==> config.mk <==
export PLATFORM = sky130hd
export DESIGN_NAME = npic_top
export DESIGN_NICKNAME = d
export VERILOG_FILES = /design/src/rtl/npic_pkg.sv /design/src/rtl/npic_pick.sv /design/src/rtl/npic_stack.sv /design/src/rtl/npic_top.sv
export SDC_FILE = /design/constraint.sdc
export NUM_CORES = 1
export LEC_CHECK = 0
export BUFFER_PORTS_ARGS = -buffer_cell sky130_fd_sc_hd__buf_2
export CAP_MARGIN = 20
export CELL_PAD_IN_SITES_DETAIL_PLACEMENT = 1
export CELL_PAD_IN_SITES_GLOBAL_PLACEMENT = 1
export CORE_MARGIN = 10
export CORE_UTILIZATION = 44
export CTS_BUF_LIST = sky130_fd_sc_hd__clkbuf_4 sky130_fd_sc_hd__clkbuf_8
export CTS_CLUSTER_DIAMETER = 100
export CTS_CLUSTER_SIZE = 20
export DETAILED_ROUTE_END_ITERATION = 6
export GPL_ROUTABILITY_DRIVEN = 0
export PLACE_DENSITY = 0.8
export SETUP_SLACK_MARGIN = 0.1
export SYNTH_ARGS = -nofsm -noshare
export SYNTH_HDL_FRONTEND = slang
export SYNTH_HIERARCHICAL = 1
export SYNTH_SLANG_ARGS = --single-unit
==> constraint.sdc <==
create_clock -name clk -period 3.5 [get_ports clk]
set_input_delay 0.525 -clock clk [delete_from_list [all_inputs] [get_ports clk]]
set_output_delay 0.525 -clock clk [all_outputs]
set_load 0.1 [all_outputs]
==> src/rtl/npic_pkg.sv <==
package npic_pkg;

    typedef enum logic [1:0] {
        MD_FLAT_PLAIN = 2'b00,
        MD_FLAT_RANK  = 2'b01,
        MD_NEST_PLAIN = 2'b10,
        MD_NEST_RANK  = 2'b11
    } npic_mode_e;

endpackage

==> src/rtl/npic_pick.sv <==
// Finds one set bit in a request vector; the parameter picks the search order.
module npic_pick #(
    parameter int N          = 4,
    parameter int IW         = $clog2(N),
    parameter bit HIGH_FIRST = 1'b1
) (
    input  logic [N-1:0]  req,
    output logic          hit,
    output logic [IW-1:0] idx
);

    generate
        if (HIGH_FIRST) begin : g_high
            always_comb begin
                hit = 1'b0;
                idx = '0;
                for (int i = 0; i < N; i++) begin
                    if (req[i]) begin
                        hit = 1'b1;
                        idx = IW'(i);
                    end
                end
            end
        end else begin : g_low
            always_comb begin
                hit = 1'b0;
                idx = '0;
                for (int i = N - 1; i >= 0; i--) begin
                    if (req[i]) begin
                        hit = 1'b1;
                        idx = IW'(i);
                    end
                end
            end
        end
    endgenerate

endmodule

==> src/rtl/npic_stack.sv <==
// In-service stack: one entry per source, plus a bit vector of live sources.
module npic_stack #(
    parameter int N  = 4,
    parameter int IW = $clog2(N),
    parameter int DW = $clog2(N + 1)
) (
    input  logic          clk,
    input  logic          rst_n,
    input  logic          push,
    input  logic          pop,
    input  logic [IW-1:0] push_idx,
    output logic [DW-1:0] depth,
    output logic [IW-1:0] top,
    output logic [N-1:0]  live
);

    typedef struct packed {
        logic [N-1:0][IW-1:0] stk;
        logic [DW-1:0]        depth;
        logic [N-1:0]         live;
    } stk_state_t;

    stk_state_t st_q, st_d;
    logic [DW-1:0] dm1;

    always_comb begin
        st_d = st_q;
        dm1  = st_q.depth - 1'b1;
        if (push && (st_q.depth < DW'(N))) begin
            st_d.stk[st_q.depth[IW-1:0]] = push_idx;
            st_d.depth                   = st_q.depth + 1'b1;
            st_d.live[push_idx]          = 1'b1;
        end else if (pop && (st_q.depth != '0)) begin
            st_d.live[st_q.stk[dm1[IW-1:0]]] = 1'b0;
            st_d.depth                       = dm1;
        end
    end

    always_ff @(posedge clk or negedge rst_n) begin
        if (!rst_n) begin
            st_q <= '0;
        end else begin
            st_q <= st_d;
        end
    end

    assign depth = st_q.depth;
    assign live  = st_q.live;
    assign top   = (st_q.depth == '0) ? '0 : st_q.stk[dm1[IW-1:0]];

endmodule

==> src/rtl/npic_top.sv <==
module npic_top
    import npic_pkg::*;
#(
    parameter int NSRC = 4,
    parameter int IW   = $clog2(NSRC),
    parameter int DW   = $clog2(NSRC + 1)
) (
    input  logic            clk,
    input  logic            rst_n,
    input  logic [1:0]      mode_i,
    input  logic [NSRC-1:0] irq_i,
    input  logic            sample_i,
    input  logic            mask_wr_i,
    input  logic [NSRC-1:0] mask_i,
    input  logic            ie_set_i,
    input  logic            ie_clr_i,
    input  logic            ack_i,
    input  logic            eoi_i,
    output logic            int_o,
    output logic [IW-1:0]   vec_o,
    output logic            ie_o,
    output logic [IW-1:0]   act_o,
    output logic [DW-1:0]   depth_o,
    output logic            ovf_o
);

    typedef struct packed {
        logic [NSRC-1:0] pend;
        logic [NSRC-1:0] mask;
        logic            ie;
        logic [IW-1:0]   vec;
        logic            ovf;
    } ctl_state_t;

    ctl_state_t st_q, st_d;

    npic_mode_e      md;
    logic [NSRC-1:0] eff;
    logic [NSRC-1:0] live;
    logic [NSRC-1:0] mask_cur;
    logic [NSRC-1:0] gone;
    logic            hit_hi, hit_lo, hit;
    logic [IW-1:0]   idx_hi, idx_lo, win;
    logic            gate;
    logic            take;
    logic            pop;
    logic [IW-1:0]   top;
    logic [DW-1:0]   depth;

    assign md       = npic_mode_e'(mode_i);
    assign mask_cur = st_q.mask;
    assign eff      = st_q.pend & ~st_q.mask & ~live;

    npic_pick #(.N(NSRC), .IW(IW), .HIGH_FIRST(1'b1)) u_pick_hi (
        .req (eff),
        .hit (hit_hi),
        .idx (idx_hi)
    );

    npic_pick #(.N(NSRC), .IW(IW), .HIGH_FIRST(1'b0)) u_pick_lo (
        .req (eff),
        .hit (hit_lo),
        .idx (idx_lo)
    );

    npic_stack #(.N(NSRC), .IW(IW), .DW(DW)) u_stack (
        .clk      (clk),
        .rst_n    (rst_n),
        .push     (take),
        .pop      (pop),
        .push_idx (win),
        .depth    (depth),
        .top      (top),
        .live     (live)
    );

    // arbitration and nesting gate
    always_comb begin
        hit = mode_i[0] ? hit_hi : hit_lo;
        win = mode_i[0] ? idx_hi : idx_lo;
        unique case (md)
            MD_FLAT_PLAIN, MD_FLAT_RANK: gate = (depth == '0);
            MD_NEST_PLAIN:               gate = 1'b1;
            MD_NEST_RANK:                gate = (depth == '0) || (win > top);
            default:                     gate = 1'b0;
        endcase
        int_o = st_q.ie & hit & gate;
        take  = ack_i & int_o;
        pop   = eoi_i & ~take;
    end

    // next state
    always_comb begin
        st_d = st_q;
        gone = st_q.pend & ~st_q.mask & ~live & ~irq_i;
        if (ie_set_i) begin
            st_d.ie  = 1'b1;
            st_d.ovf = 1'b0;
        end
        if (ie_clr_i) begin
            st_d.ie = 1'b0;
        end
        if (sample_i) begin
            st_d.pend = irq_i;
            if (gone != '0) begin
                st_d.ovf = 1'b1;
            end
        end
        if (mask_wr_i) begin
            st_d.mask = mask_i;
        end
        if (take) begin
            st_d.ie        = 1'b0;
            st_d.vec       = win;
            st_d.pend[win] = 1'b0;
        end
    end

    always_ff @(posedge clk or negedge rst_n) begin
        if (!rst_n) begin
            st_q <= '0;
        end else begin
            st_q <= st_d;
        end
    end

    assign vec_o   = st_q.vec;
    assign ie_o    = st_q.ie;
    assign ovf_o   = st_q.ovf;
    assign act_o   = top;
    assign depth_o = depth;

endmodule

* Word-level counts from Yosys, hierarchy flattened *
Index checks and enable logic that the tools add are counted.

word-level totals
  register bits after elaboration = 27
  word-level logic and storage cells = 92
  bits of input ports = 18

cells by class
  reductions and logical operators = 13
  order comparisons = 9
  bitwise gates (word level) = 16
  eq/ne operators = 3
  $add $sub $neg = 2
  muxes and demuxes = 38

operators with widths
  kind                                                               count
  bitwise AND 4 bit                                                  5
  two-way mux 2 bit                                                  10
  inverter 4 bit                                                     5
  two-way mux 1 bit                                                  17
  two-way mux 7 bit                                                  2
  < comparator 2 x 3 -> 1 bit, second input constant                 4
  bitwise mux 8 bit                                                  1
  two-way mux 4 bit                                                  2
  greater-or-equal comparator 2 x 1 -> 1 bit, second input constant  3
  nonzero test 3 bit                                                 2
  logical AND 1 bit                                                  5
  bitwise AND 1 bit                                                  4
  binary-select mux 2 bit (select 2 bit)                             1
  demux 1 bit (select 2 bit)                                         2
  demux 2 bit (select 2 bit)                                         1
  == test 2 bit, second input constant                               2
  OR 4 bit                                                           1
  nonzero test 4 bit                                                 1
  adder 3 x 1 -> 3 bit, second input constant                        1
  logical NOT 3 bit                                                  1
  < comparator 3 bit, second input constant                          1
  two-way mux 3 bit                                                  1
  one-hot mux 1 bit (3 select lines)                                 1
  subtractor 3 x 1 -> 3 bit, second input constant                   1
  7 further kinds                                                    7

* Longest topological paths before layout *
  depth in word-level cells = 18
  mapped depth = 14
  mapped depth without buffers = 13

* Modules after synthesis *
Netlist, hierarchy kept.

by module, submodules not included
  module                  seq. area each (um^2)  cells each  area each (um^2)  times used
  npic_stack              375.4                  73          828.3             1
  npic_top                300.3                  60          690.7             1
  npic_pick at u_pick_lo  0.0                    7           35.0              1
  npic_pick at u_pick_hi  0.0                    4           23.8              1

* Least setup slack after synthesis *
OpenSTA, ideal clock, no wires.

  path type = register to output
  start = reg u_stack.st_q, in the netlist u_stack/depth[0]
  end = out int_o
  arrival time = 4.105 ns
  data required time = 2.975 ns
  setup slack = -1.130 ns
  cell stages (with the launch flop) = 9
  cells stage by stage = dfrtp_1 -> inv_1 -> ha_1 -> mux4_2 -> and2_1 -> ha_1 -> nand2_1 -> o211ai_1 -> a31oi_1

between the ends
  word-level cells in the longest chain between the ends = 8
  elaborated cells between the ends (all ways) = 9
  those cells by class = add/sub: 1; order compare: 1; mux: 4; bitwise: 1; reduce/logical: 2

ends and longest elaborated chain
  element                                  RTL line          RTL
  from (decl)                              npic_stack.sv:23  stk_state_t st_q, st_d;
  from (signal assigned)                   npic_stack.sv:43  st_q <= st_d;
  subtractor 3 x 1 -> 3 bit                npic_stack.sv:28  dm1 = st_q.depth - 1'b1;
  via u_stack.dm1[0]                       npic_stack.sv:24  logic [DW-1:0] dm1;
  binary-select mux 2 bit (select 2 bit)   npic_stack.sv:49  assign top = (st_q.depth == '0) ? '0 : st_q.stk[dm1[IW-1:0]];
  two-way mux 2 bit (not written as such)  npic_stack.sv:49
  two-way mux 2 bit                        npic_stack.sv:49
  via act_o[0]                             npic_top.sv:22    output logic [IW-1:0] act_o,
  greater-than comparator 2 bit            npic_top.sv:84    MD_NEST_RANK: gate = (depth == '0) || (win > top);
  logical OR 1 bit                         npic_top.sv:84
  one-hot mux 1 bit (3 select lines)       npic_top.sv:81    unique case (md)
  bitwise AND 1 bit                        npic_top.sv:87    int_o = st_q.ie & hit & gate;
  to (decl)                                npic_top.sv:19    output logic int_o,

The timed path passes the listed nets, and every way through them passes these cells. The select of a mux whose other input is x is not followed.

* Worst setup path after layout *
  start = reg u_stack.st_q, in the netlist u_stack/depth[1]
  end = out int_o

between the ends
  word-level cells in the longest chain between the ends = 8
  elaborated cells between the ends (all ways) = 9
  those cells by class = add/sub: 1; order compare: 1; mux: 4; bitwise: 1; reduce/logical: 2

ends and longest elaborated chain
  element                                  RTL line
  subtractor 3 x 1 -> 3 bit                npic_stack.sv:28
  binary-select mux 2 bit (select 2 bit)   npic_stack.sv:49
  two-way mux 2 bit (not written as such)  npic_stack.sv:49
  two-way mux 2 bit                        npic_stack.sv:49
  greater-than comparator 2 bit            npic_top.sv:84
  logical OR 1 bit                         npic_top.sv:84
  one-hot mux 1 bit (3 select lines) *     npic_top.sv:81
  bitwise AND 1 bit *                      npic_top.sv:87

Mark *: on every way between the ends. The rest lies on a longest branch, timed or not. The select of a mux whose other input is x is not followed.

==> flow_summary.ini <==
[outcome]
status = complete, no violations

[grt]
antenna_found_initial = 0
track_usage = 0.127
grt_max_degree = 28
grt_pass1_vias = 1379
grt_overflow_total = 0
grt_pass1_wl_mm = 6.62

[final_layout]
final_core_util = 0.540
n_antenna_cell = 0
fill_cells = 388
drive_above_1_share = 0.401
area_growth_pct = 16.0
final-seq-area_um2 = 678
layout_common_cells = 26 x buf_2, 25 x dfrtp_1, 12 x a31oi_1, 12 x mux2_2, 11 x inv_1
final_cells = 218
final_common_cell = buf_2
fin_nets = 198
multiInputGateArea_um2 = 821

[critical_path]
path_class = register to output port
crit_path_start_kind = register
crit_chain = inv_2 > ha_4 > mux4_2 > and2_4 > inv_1 > ha_1 > nor2b_1 > o211ai_1 > a31oi_4 > buf_6
cp.required_ns = 2.97
ff2ff_path_depth = 14
r2r_slack_ns = 0.29
cp_max_fo = 7
max_stage_delay_ns = 0.46
crit-reg2reg-launch = u_stack/depth[1]$_DFFE_PN0P_
arrival_ns = 2.71
cp_slowest_cell = dfrtp_2
r2r-end = u_stack/depth[1]$_DFFE_PN0P_
crit_path_end_kind = output port

[sta]
final_hold_viol_count = 0
rsz0062_at_grt = no
final.min_clock_period_ns = 3.23
clock_skew_ns = 0.00342
worst_pin_slew_ns = 0.608
finalSetupTns_ns = 0
setup_viol = 0
min_period_over_period = 0.924
drv_slew = 0
slew_headroom = 0.594
timing.fmax_mhz = 309

[cts]
ctsHtreeMaxLevel = 1
cts_tree = yes
clk_pin_slew_ns = 0.15
root_buffer = clkbuf_4
clock_path_buffers = 2
clkSinkCount = 27
postCtsHoldBufs = 0
cts_buffers = 3
clock_latency_ns = 0.32

[yosys]
ys_ff_latch = 27
synth_top_family_by_area = multiplexers
synthMuxAreaShare = 0.181
synthArstFlopShare = 1.00
synth-edff-count = 0
synthesis.area_mm2 = 0.00158
ys_types = 35
synth_largest_area_cell = dfrtp_1
synth-simple-area-share = 0.133
syn_nets = 169
synth_top_area_frac = 0.428
synthCells = 144
syn_area_per_cell_um2 = 11.0
synth_compound_area_frac = 0.118
yosys_warnings = 6
yosysSeqAreaShare = 0.428
synthAdderAreaFrac = 0.0555
synth_xor_area_frac = 0.00555
synthFlopType = dfrtp_1
synth_area_leaders = dfrtp_1 43%, mux2_2 8.6%, ha_1 5.6%, a31oi_1 5.2%, buf_4 4.8%

[floorplan]
boundaryPins = 28
core.rowCount = 21
initial_core_util = 0.465
die-height_um = 79.9
dieArea_mm2 = 0.00638
die_w_um = 79.9
core_mm2 = 0.00339

[detailed_routing]
wirelength_mm = 4.03
drtIter0Drc = 53
num_vias = 1188
drc = 0
viasPerCell = 5.45
ant_nets = 0
wl_per_cell_um = 18.5
dr.pass1.iters = 4

[placement]
dp.cells = 212
io_buffer_count = 27
dp_hpwl_mm = 3.10

[power_and_ir_drop]
peakVddDrop_mv = 0.424
p_per_area_mw_per_mm2 = 847
p_leak_nw = 0.868

[min_path]
holdCritPathClass = input port to asynchronous set/reset pin

[job]
drv_cap = 0
## through the flow
step | setup slack (ns) | hold WS, ns | power, mW | cell area, um2
after floorplan | 0.114 | 0.229 | 1.22 | 1600
after global placement | 0.353 | 0.492 | 1.33 | 1760
after detailed placement | 0.178 | 0.494 | 1.36 | 1760
after CTS | 0.150 | 0.204 | 1.52 | 1800
after global routing | 0.120 | 0.210 | 1.65 | 1830
final | 0.267 | 0.187 | 1.55 | 1830
## Yosys cell counts, types with 4 or more instances
master and n:
a31oi_1 13, buf_4 10, dfrtp_1 27, ha_1 7, inv_1 12, mux2_2 12, mux2i_1 6, nand2_1 9
nor2_1 4, nor2b_1 6, nor3b_1 4
## cell families (layout without fill, tap and decap cells)
| kind of cell | count (synthesis) | in the layout |
|---|---|---|
| mux | 23 | 23 |
| buf+inv | 23 | 51 |
| simple gates | 37 | 37 |
| compound gates | 26 | 26 |
| fa+ha+maj | 7 | 7 |
| flops | 27 | 27 |
| xor+xnor | 1 | 1 |
## layer usage
metal  GRT usage  wire length [um]
met3      0.0315               191
met1       0.141              1700
met2       0.231              2090
met4      0.0387                55
met5           0                 0
## worst max-delay path, delay by kind of cell (launching register included)
kind	cells	cell delay (ns)
adder cells (fa/ha/maj)	2	0.52
buffers and inverters	3	0.33
AO/OA/AOI/OAI	2	0.43
flip-flops	1	0.46
multiplexers	1	0.34
AND/OR/NAND/NOR	2	0.30
## sequential cells by signal, summed over array words and instances (netlist names)
register,cells
u_stack/st_q,8
mask_cur,4
st_q,4
u_stack/live,4
u_stack/depth,3
vec_o,2
ie_o,1
ovf_o,1
## power by group
| group | total, mW | internal [mW] | switching, mW |
|---|---|---|---|
| clock | 0.136 | 0.0428 | 0.0931 |
| combinational | 0.948 | 0.297 | 0.651 |
| sequential | 0.467 | 0.396 | 0.0707 |
## worst max-delay path by stage
stage | start | end | slack (ns) | cells past startpoint
finish | u_stack/depth[1]$_DFFE_PN0P_ | int_o | 0.27 | 10
global route | u_stack/depth[0]$_DFFE_PN0P_ | u_stack/depth[2]$_DFFE_PN0P_ | 0.12 | 14
CTS | u_stack/depth[1]$_DFFE_PN0P_ | int_o | 0.15 | 10
detailed placement | u_stack/depth[0]$_DFFE_PN0P_ | u_stack/st_q[9]$_DFFE_PN0P_ | 0.18 | 11
global placement | u_stack/depth[0]$_DFFE_PN0P_ | u_stack/live[0]$_DFFE_PN0P_ | 0.35 | 13
floorplan | u_stack/depth[0]$_DFFE_PN0P_ | u_stack/st_q[10]$_DFFE_PN0P_ | 0.11 | 13
## area by class of cell
| cell class | count | share of cell area |
|---|---|---|
| multi-input combinational | 94 | 0.448 |
| timing repair buffer | 35 | 0.110 |
| clock buffer | 3 | 0.0123 |
| inverter | 12 | 0.0246 |
| clock inverter | 1 | 0.00273 |
| sequential | 27 | 0.370 |
| tap | 46 | 0.0314 |
## repair_timing
item,4_1_cts,5_1_grt
resized for setup,2,6
endpoints found under the setup margin,1,16
buffers inserted,2,0
pin swaps,1,1
No activity file was read; power rests on OpenSTA's default activity.
